## src/rtl/dbgLinkPkg.sv

```systemverilog
package dbgLinkPkg;
  typedef struct packed {
    logic loadFrame;  // latch frame and period, clear divider
    logic runDiv;     // divider counts
    logic shiftTx;    // advance to next outgoing bit
    logic sampleRx;   // capture dataIn
  } linkStrobes_t;

  typedef enum logic [2:0] {
    ST_IDLE, ST_TX, ST_RX, ST_ENTER, ST_EXIT
  } linkState_t;
endpackage

```

## src/rtl/dbgLinkDatapath.sv

```systemverilog
module dbgLinkDatapath
  import dbgLinkPkg::*;
#(
  parameter int DIV_W    = 8,
  parameter int HALF_MIN = 5
) (
  input  logic             clk,
  input  logic             rstN,
  input  linkStrobes_t     strb,
  input  logic [7:0]       opcode,
  input  logic [23:0]      payload,
  input  logic [DIV_W-1:0] halfPeriod,
  input  logic             dataIn,
  output logic             tick,
  output logic             dataOut,
  output logic [15:0]      replyData
);
  localparam logic [DIV_W-1:0] MinHalf = DIV_W'(HALF_MIN);

  logic [DIV_W-1:0] halfLat, halfCnt, halfEff;
  logic [31:0]      txShift;
  logic [15:0]      rxShift;

  assign halfEff   = (halfPeriod < MinHalf) ? MinHalf : halfPeriod;
  assign tick      = strb.runDiv && (halfCnt == halfLat - 1'b1);
  assign dataOut   = txShift[31];
  assign replyData = rxShift;

  always_ff @(posedge clk) begin
    if (!rstN) begin
      halfLat <= MinHalf;
      halfCnt <= '0;
      txShift <= '0;
      rxShift <= '0;
    end else begin
      if (strb.loadFrame) begin
        halfLat <= halfEff;
        halfCnt <= '0;
        txShift <= {opcode, payload};
        rxShift <= '0;
      end else begin
        if (strb.runDiv) halfCnt <= tick ? '0 : halfCnt + 1'b1;
        if (strb.shiftTx) txShift <= {txShift[30:0], 1'b0};
        if (strb.sampleRx) rxShift <= {rxShift[14:0], dataIn};
      end
    end
  end


  half_floor_chk: assert property (@(posedge clk) disable iff (!rstN)
    tick |-> halfLat >= MinHalf);


  div_range_chk: assert property (@(posedge clk) disable iff (!rstN)
    strb.runDiv |-> halfCnt < halfLat);
endmodule

```

## src/rtl/dbgLinkControl.sv

```systemverilog
module dbgLinkControl
  import dbgLinkPkg::*;
(
  input  logic         clk,
  input  logic         rstN,
  input  logic         reqValid,
  input  logic [1:0]   reqKind,
  input  logic [1:0]   payloadCount,
  input  logic [1:0]   replyCount,
  input  logic         tick,
  output linkStrobes_t strb,
  output logic         busy,
  output logic         done,
  output logic         dbgClk,
  output logic         dbgRstN,
  output logic         dataOe
);
  linkState_t state;
  logic [5:0] bitsLeft;
  logic [4:0] rxLeft;
  logic       accept, fallTick, riseTick;

  assign accept   = reqValid && (state == ST_IDLE);
  assign fallTick = tick && dbgClk;
  assign riseTick = tick && !dbgClk;

  always_comb begin
    strb.loadFrame = accept;
    strb.runDiv    = (state != ST_IDLE);
    strb.shiftTx   = fallTick && (state == ST_TX) && (bitsLeft != 6'd1);
    strb.sampleRx  = fallTick && (state == ST_RX);
  end

  always_ff @(posedge clk) begin
    if (!rstN) begin
      state    <= ST_IDLE;
      bitsLeft <= '0;
      rxLeft   <= '0;
      busy     <= 1'b0;
      done     <= 1'b0;
      dbgClk   <= 1'b0;
      dbgRstN  <= 1'b1;
      dataOe   <= 1'b0;
    end else begin
      done <= 1'b0;
      unique case (state)
        ST_IDLE: if (accept) begin
          busy <= 1'b1;
          unique case (reqKind)
            2'd0: begin
              state    <= ST_TX;
              dataOe   <= 1'b1;
              bitsLeft <= {{1'b0, payloadCount} + 3'd1, 3'b000};
              rxLeft   <= {replyCount, 3'b000};
            end
            2'd1: begin
              state    <= ST_ENTER;
              dbgRstN  <= 1'b0;
              bitsLeft <= 6'd4;
            end
            default: begin
              state   <= ST_EXIT;
              dbgRstN <= 1'b0;
            end
          endcase
        end
        ST_TX: begin
          if (riseTick) dbgClk <= 1'b1;
          if (fallTick) begin
            dbgClk <= 1'b0;
            if (bitsLeft != 6'd1) bitsLeft <= bitsLeft - 1'b1;
            else if (rxLeft != 5'd0) begin
              state  <= ST_RX;
              dataOe <= 1'b0;
            end else begin
              state  <= ST_IDLE;
              dataOe <= 1'b0;
              busy   <= 1'b0;
              done   <= 1'b1;
            end
          end
        end
        ST_RX: begin
          if (riseTick) dbgClk <= 1'b1;
          if (fallTick) begin
            dbgClk <= 1'b0;
            if (rxLeft != 5'd1) rxLeft <= rxLeft - 1'b1;
            else begin
              state <= ST_IDLE;
              busy  <= 1'b0;
              done  <= 1'b1;
            end
          end
        end
        ST_ENTER: if (tick) begin
          if (bitsLeft == 6'd0) begin
            dbgRstN <= 1'b1;
            state   <= ST_IDLE;
            busy    <= 1'b0;
            done    <= 1'b1;
          end else begin
            dbgClk   <= !dbgClk;
            bitsLeft <= bitsLeft - 1'b1;
          end
        end
        ST_EXIT: if (tick) begin
          dbgRstN <= 1'b1;
          state   <= ST_IDLE;
          busy    <= 1'b0;
          done    <= 1'b1;
        end
        default: state <= ST_IDLE;
      endcase
    end
  end


  oe_idle_chk: assert property (@(posedge clk) disable iff (!rstN)
    !busy |-> !dataOe);


  clk_on_tick_chk: assert property (@(posedge clk) disable iff (!rstN)
    (dbgClk != $past(dbgClk)) |-> $past(tick));


  done_pulse_chk: assert property (@(posedge clk) disable iff (!rstN)
    done |=> !done);


  done_idle_chk: assert property (@(posedge clk) disable iff (!rstN)
    done |-> !busy);


  rst_release_chk: assert property (@(posedge clk) disable iff (!rstN)
    $rose(dbgRstN) |-> !dbgClk);


  busy_hold_chk: assert property (@(posedge clk) disable iff (!rstN)
    (busy && !done) |-> !strb.loadFrame);
endmodule

```

## src/rtl/dbgLinkMaster.sv

```systemverilog
module dbgLinkMaster
  import dbgLinkPkg::*;
#(
  parameter int DIV_W    = 8,
  parameter int HALF_MIN = 5
) (
  input  logic             clk,
  input  logic             rstN,
  input  logic             reqValid,
  input  logic [1:0]       reqKind,
  input  logic [7:0]       opcode,
  input  logic [23:0]      payload,
  input  logic [1:0]       payloadCount,
  input  logic [1:0]       replyCount,
  input  logic [DIV_W-1:0] halfPeriod,
  output logic             busy,
  output logic             done,
  output logic [15:0]      replyData,
  output logic             dbgClk,
  output logic             dbgRstN,
  output logic             dataOut,
  output logic             dataOe,
  input  logic             dataIn
);
  linkStrobes_t strb;
  logic         tick;

  dbgLinkControl uCtl (
    .clk, .rstN, .reqValid, .reqKind, .payloadCount, .replyCount,
    .tick, .strb, .busy, .done, .dbgClk, .dbgRstN, .dataOe
  );

  dbgLinkDatapath #(.DIV_W(DIV_W), .HALF_MIN(HALF_MIN)) uDp (
    .clk, .rstN, .strb, .opcode, .payload, .halfPeriod, .dataIn,
    .tick, .dataOut, .replyData
  );
endmodule

```

## config.mk

```make
export PLATFORM = sky130hd
export DESIGN_NAME = dbgLinkMaster
export DESIGN_NICKNAME = d
export VERILOG_FILES = /design/src/rtl/dbgLinkPkg.sv /design/src/rtl/dbgLinkDatapath.sv /design/src/rtl/dbgLinkControl.sv /design/src/rtl/dbgLinkMaster.sv
export SDC_FILE = /design/constraint.sdc
export NUM_CORES = 1
export LEC_CHECK = 0
export ABC_AREA = 1
export BUFFER_PORTS_ARGS = -buffer_cell sky130_fd_sc_hd__buf_2
export CORE_MARGIN = 2
export CORE_UTILIZATION = 45
export DETAILED_ROUTE_END_ITERATION = 8
export PLACE_DENSITY = 0.66
export RECOVER_POWER = 25
export SLEW_MARGIN = 10
export SYNTH_ARGS = -nofsm -noshare
export SYNTH_HDL_FRONTEND = slang
export SYNTH_SLANG_ARGS = --single-unit
```

## constraint.sdc

```tcl
create_clock -name clk -period 2.76 [get_ports clk]
set_input_delay 0.138 -clock clk [delete_from_list [all_inputs] [get_ports clk]]
set_output_delay 0.138 -clock clk [all_outputs]
set_load 0.05 [all_outputs]
```

After elaboration in Yosys (flattened, before gate mapping)
Index checks and enable logic that the tools add are counted.
{"block": "word_totals", "regBits": 83, "in_bits": 50, "out_inout_bits": 22, "wordCells": 134}
{"block": "op_classes", "addsub": 5, "order_cmp": 1, "eq_ne": 24, "mux": 62, "n_bitwise": 1, "n_reduce_logical": 29}
{"cell": "$mux W32", "count": 2}
{"cell": "$mux W1", "count": 30}
{"cell": "$mux W6", "count": 5}
{"cell": "$mux W3", "count": 8}
{"cell": "$mux W5", "count": 4}
{"cell": "$pmux W6 S3", "count": 1}
{"cell": "$mux W8", "count": 2}
{"cell": "$ne A2 B2 Y1 const B", "count": 8}
{"cell": "$pmux W3 S5", "count": 1}
{"cell": "$ne A2 B1 Y1 const B", "count": 6}
{"cell": "$pmux W6 S2", "count": 1}
{"cell": "$pmux W5 S2", "count": 1}
{"cell": "$reduce_and A10 Y1", "count": 1}
{"cell": "$reduce_and A5 Y1", "count": 2}
{"cell": "$reduce_bool A5 Y1", "count": 2}
{"cell": "$reduce_bool A3 Y1", "count": 3}
{"cell": "$add A8 B1 Y8 const B", "count": 1}
{"cell": "$eq A8 B8 Y1", "count": 1}
{"cell": "$lt A8 B3 Y1 const B", "count": 1}
{"cell": "$reduce_and A8 Y1", "count": 1}
{"cell": "$reduce_bool A2 Y1", "count": 4}
{"cell": "$sub A8 B1 Y8 const B", "count": 1}
{"cell": "$logic_and A1 B1 Y1", "count": 7}
{"cell": "$reduce_and A7 Y1", "count": 1}
{"cell": "other kinds (25)", "count": 28}

Depth between registers and ports, before layout
{"block": "logic_depth", "ltp_word": 8, "ltp_mapped": 18, "depth_no_buf": 18}

By module
Synthesis repeated with hierarchy kept, for this count alone.
{"block": "unflattened", "hier_cells": 687, "area_unflattened_um2": 4483.0}
{"mod": "dbgLinkDatapath", "n_inst": 1, "cells_each": 451, "area_per_inst_um2": 3031.7, "seq_area_each_um2": 1281.2}
{"mod": "dbgLinkControl", "n_inst": 1, "cells_each": 236, "area_per_inst_um2": 1451.4, "seq_area_each_um2": 380.4}

Worst setup path after synthesis
No wires, ideal clock.
{"block": "synth_timing", "path_kind": "register to register", "startpoint": "register uDp.halfLat[0]", "endpoint": "register uDp.txShift[17]", "setup_ns": 0.143, "t_arrival_ns": 2.026, "required_time_ns": 2.617, "setup_slack_ns": 0.590, "path_stages_with_launch": 15, "n_path_buf": 1, "period_less_slack_ns": 2.170, "path_cell_list": "dfxtp_1 -> inv_2 -> ha_1 -> xor2_1 -> nand2_1 -> nor2_1 -> nand3_2 -> nor2_4 -> nand3_4 -> or2_4 -> nand2_8 -> inv_4 -> buf_6 -> nand2_1 -> a21oi_2"}
{"block": "synth_via", "elab_chain_cells": 7}
{"element": "start: declaration", "line": "dbgLinkDatapath.sv:20", "rtl": "logic [DIV_W-1:0] halfLat, halfCnt, halfEff;"}
{"element": "start signal: assignment", "line": "dbgLinkDatapath.sv:31", "rtl": "halfLat <= MinHalf;"}
{"element": "start signal: assignment", "line": "dbgLinkDatapath.sv:37", "rtl": "halfLat <= halfEff;"}
{"element": "$sub A8 B1 Y8", "line": "dbgLinkDatapath.sv:25", "rtl": "assign tick = strb.runDiv && (halfCnt == halfLat - 1'b1);"}
{"element": "$eq A8 B8 Y1", "line": "dbgLinkDatapath.sv:25"}
{"element": "$logic_and A1 B1 Y1", "line": "dbgLinkDatapath.sv:25"}
{"element": "$logic_and A1 B1 Y1", "line": "dbgLinkControl.sv:24", "rtl": "assign fallTick = tick && dbgClk;"}
{"element": "$logic_and A1 B1 Y1 (2 in series)", "line": "dbgLinkControl.sv:30", "rtl": "strb.shiftTx = fallTick && (state == ST_TX) && (bitsLeft != 6'd1);"}
{"element": "$reduce_bool A2 Y1 (no source line)"}
{"element": "end signal: assignment", "line": "dbgLinkDatapath.sv:39", "rtl": "txShift <= {opcode, payload};"}
{"element": "end signal: assignment", "line": "dbgLinkDatapath.sv:43", "rtl": "if (strb.shiftTx) txShift <= {txShift[30:0], 1'b0};"}
{"element": "end: declaration", "line": "dbgLinkDatapath.sv:21", "rtl": "logic [31:0] txShift;"}
No other way between the ends.
A chain may end at the register's enable or synchronous reset.

Worst setup path in the final report
{"block": "layout_timing", "startpoint": "register uDp.halfLat[0]", "endpoint": "register uDp.txShift[9]"}
Same word-level chain as after synthesis.

==> metrics.txt <==
Startpoint Class=flop; deepest level of the CTS H-tree=3; first-pass GRT wire length=17500 um; Total Wirelength=10300 um; Post-synth EDFFs=0; pwr dens=826 nW/um^2; Max IR drop VDD=0.332 mV; Starting DRT DRC Count=138; Top FF cell, synth=dfxtp_1; Placed Area=4980 um^2; via count=4062; Critical Path AT=2770 ps; die area=10900 um^2; first-pass iteration count of the detailed router=4; Least-Margin Pin Slew=628 ps; vias in the first global route=3818; endpoints failing setup=0; Initial Util=0.464; CTS tree=built; register area share after synthesis=0.367; # rows=36; commonest non-fill, non-tap cell in the layout=nand2_1; Synth cell types=41; DP Wirelength=7450 um; path type of the worst setup path=flop to flop; slowest CP cell=dfxtp_1; maxcap violations=0; cells along the critical path=inv_2 -> ha_1 -> inv_1 -> nand2_1 -> nand3_1 -> nand2_1 -> nor2_1 -> nand3_2 -> nor2_4 -> nand3_4 -> or2_4 -> nand2_8 -> buf_4 -> nand2_2 -> a21oi_2; Layout Skew=9.22 ps; clock sink count=83; Period minus WS final=2460 ps; Clock Tree Root=clkbuf_8; GPL Wtd Cong=0.940; area grow syn2layout=14.4%; CP endpoint kind=flop; number of diodes=0; largest net degree at the start of global routing=39; Pins Over Slew Limit=0; post-synthesis async set-or-reset flop share=0; worst stage delay on the critical path=390 ps; CP required=3060 ps; max frequency=406 MHz; count of input and output buffers=71; P_leak=0.00214 uW; Synth Warn #=0; remaining global-route overflow=0; Design Area, Final=5180 um^2; Mapped Area=4530 um^2; Tcrit/Tclk final=0.893; die height=104 um; Core ar.=9770 um^2; most frequent cells in the layout=118 x nand2_1, 83 x dfxtp_1, 56 x nor2_1; CP delay by family, top=simple AND/OR/NAND/NOR gates; Slew Limit Headroom=0.583; Die X=104 um; cell mode on critical path=nand2_1; Sum Neg Setup Slack=0 ps; syn nets=645; final net count=723; clk_lat worst skew=370 ps; Post-DRT Antenna Nets=0; via density per instance=5.06; Avg Inst Size Synth=7.72 um^2; Fin. Hold Viols=0; #FFs+latches synth=83; RSZ-0062 raised after global routing=false; TritonCTS Buffers=9; io pins=72; status=complete, no violations; largest fanout on the critical path=17; Global Route Usage Sum=0.194; worst hold path class=input pin to flop; CP Buf/Inv Count=3; worst-case clock buffer depth=2; post-synthesis cell count=587; # DRC=0; share of layout cells above drive strength 1=0.278; clock-pin slew on the worst setup and hold paths=90 ps; wire per inst=12.8 um; antenna violations before repair=0
[worst register-to-register path: stages (launching register included)]
cell and delay [ps]:
dfxtp_1 390, inv_2 90, ha_1 250, inv_1 70
nand2_1 60, nand3_1 90, nand2_1 50, nor2_1 120
nand3_2 110, nor2_4 150, nand3_4 140, or2_4 300
nand2_8 160, buf_4 230, nand2_2 70, a21oi_2 130
[layer usage]
layer	up-vias	GRT usage	share of wire
li1	2081	-	-
met1	1869	0.242	0.46
met2	96	0.318	0.47
met3	16	0.0470	0.055
met4	0	0.0801	0.021
met5	-	0	0
[registers in the layout (all words and copies together) (netlist names), 3 cells and up]
name,count
uDp.replyData,16
uCtl.rxLeft,5
uDp.halfLat,8
uDp.halfCnt,8
uCtl.state,3
uCtl.bitsLeft,6
uDp.txShift,32
[logic make-up after synthesis]
family                     Yosys count  share of synthesized area
and+or+nand+nor                    263                      0.267
adders and majority gates            8                     0.0221
DFF                                 83                      0.367
xor gates and xnor gates            11                     0.0213
AOI/OAI and AO/OA                  111                      0.162
buffers and inverters               80                     0.0840
muxes                               31                     0.0770
[stage by stage]
step	util	worst slack (ps)	cells	power, uW	hold WS, ps
after global placement	0.510	399	783	3360	354
after floorplan	-	590	587	3090	248
final	0.530	296	803	4280	26.9
after global routing	0.530	38.1	803	4610	39.5
after CTS	0.534	286	803	4310	16.3
after detailed placement	0.510	321	783	3400	354
[layout make-up]
type                       count  area (um^2)
fill                         988         4590
tap                          133          166
clock buffer                  12          145
inverter                      62          235
timing repair buffer          85          438
sequential                    83         1660
clock inverter                 4         48.8
multi-input combinational    424         2490
[final timing paths]
kind / start / to / slack (ps) / depth (start not counted)
max: uDp.halfLat[0] / uDp.txShift[9] / 300 / 15
min reg2reg: uDp.replyData[15] / uDp.replyData[15] / 450 / 2
min: halfPeriod[1] / uDp.halfLat[1] / 30 / 3
max reg2reg: uDp.halfLat[0] / uDp.txShift[9] / 300 / 15
[synthesized netlist by cell type, drive strengths merged, types with 2 or more instances]
cell | n | area share
a31oi | 2 | 0.0028
dfxtp | 83 | 0.37
o21ai | 27 | 0.030
buf | 11 | 0.026
xor2 | 8 | 0.015
a22oi | 2 | 0.0033
nor3 | 5 | 0.0055
clkinv | 2 | 0.0017
nand4 | 8 | 0.011
or2 | 3 | 0.0047
inv | 60 | 0.050
nand2 | 151 | 0.15
nand3 | 33 | 0.040
clkbuf | 7 | 0.0058
xnor2 | 3 | 0.0058
ha | 8 | 0.022
o21a | 7 | 0.012
a21oi | 62 | 0.096
nor2 | 62 | 0.057
a211oi | 4 | 0.0066
o22ai | 3 | 0.0041
mux2 | 31 | 0.077
[power by group]
part | switching (uW) | leakage (uW) | total (uW) | internal, uW
sequential | 128 | 0.000674 | 1510 | 1380
combinational | 1190 | 0.00136 | 1870 | 677
clock | 463 | 0.000101 | 908 | 445
[timing repair]
action / CTS / global route
resized for setup: 0 / 0
hold buffers: 4 / 0
buffers inserted: 0 / 0
endpoints found under the setup margin: 0 / 0
hold endpoints to repair: 4 / 0
Note: power is estimated with default switching activity, not from simulation.
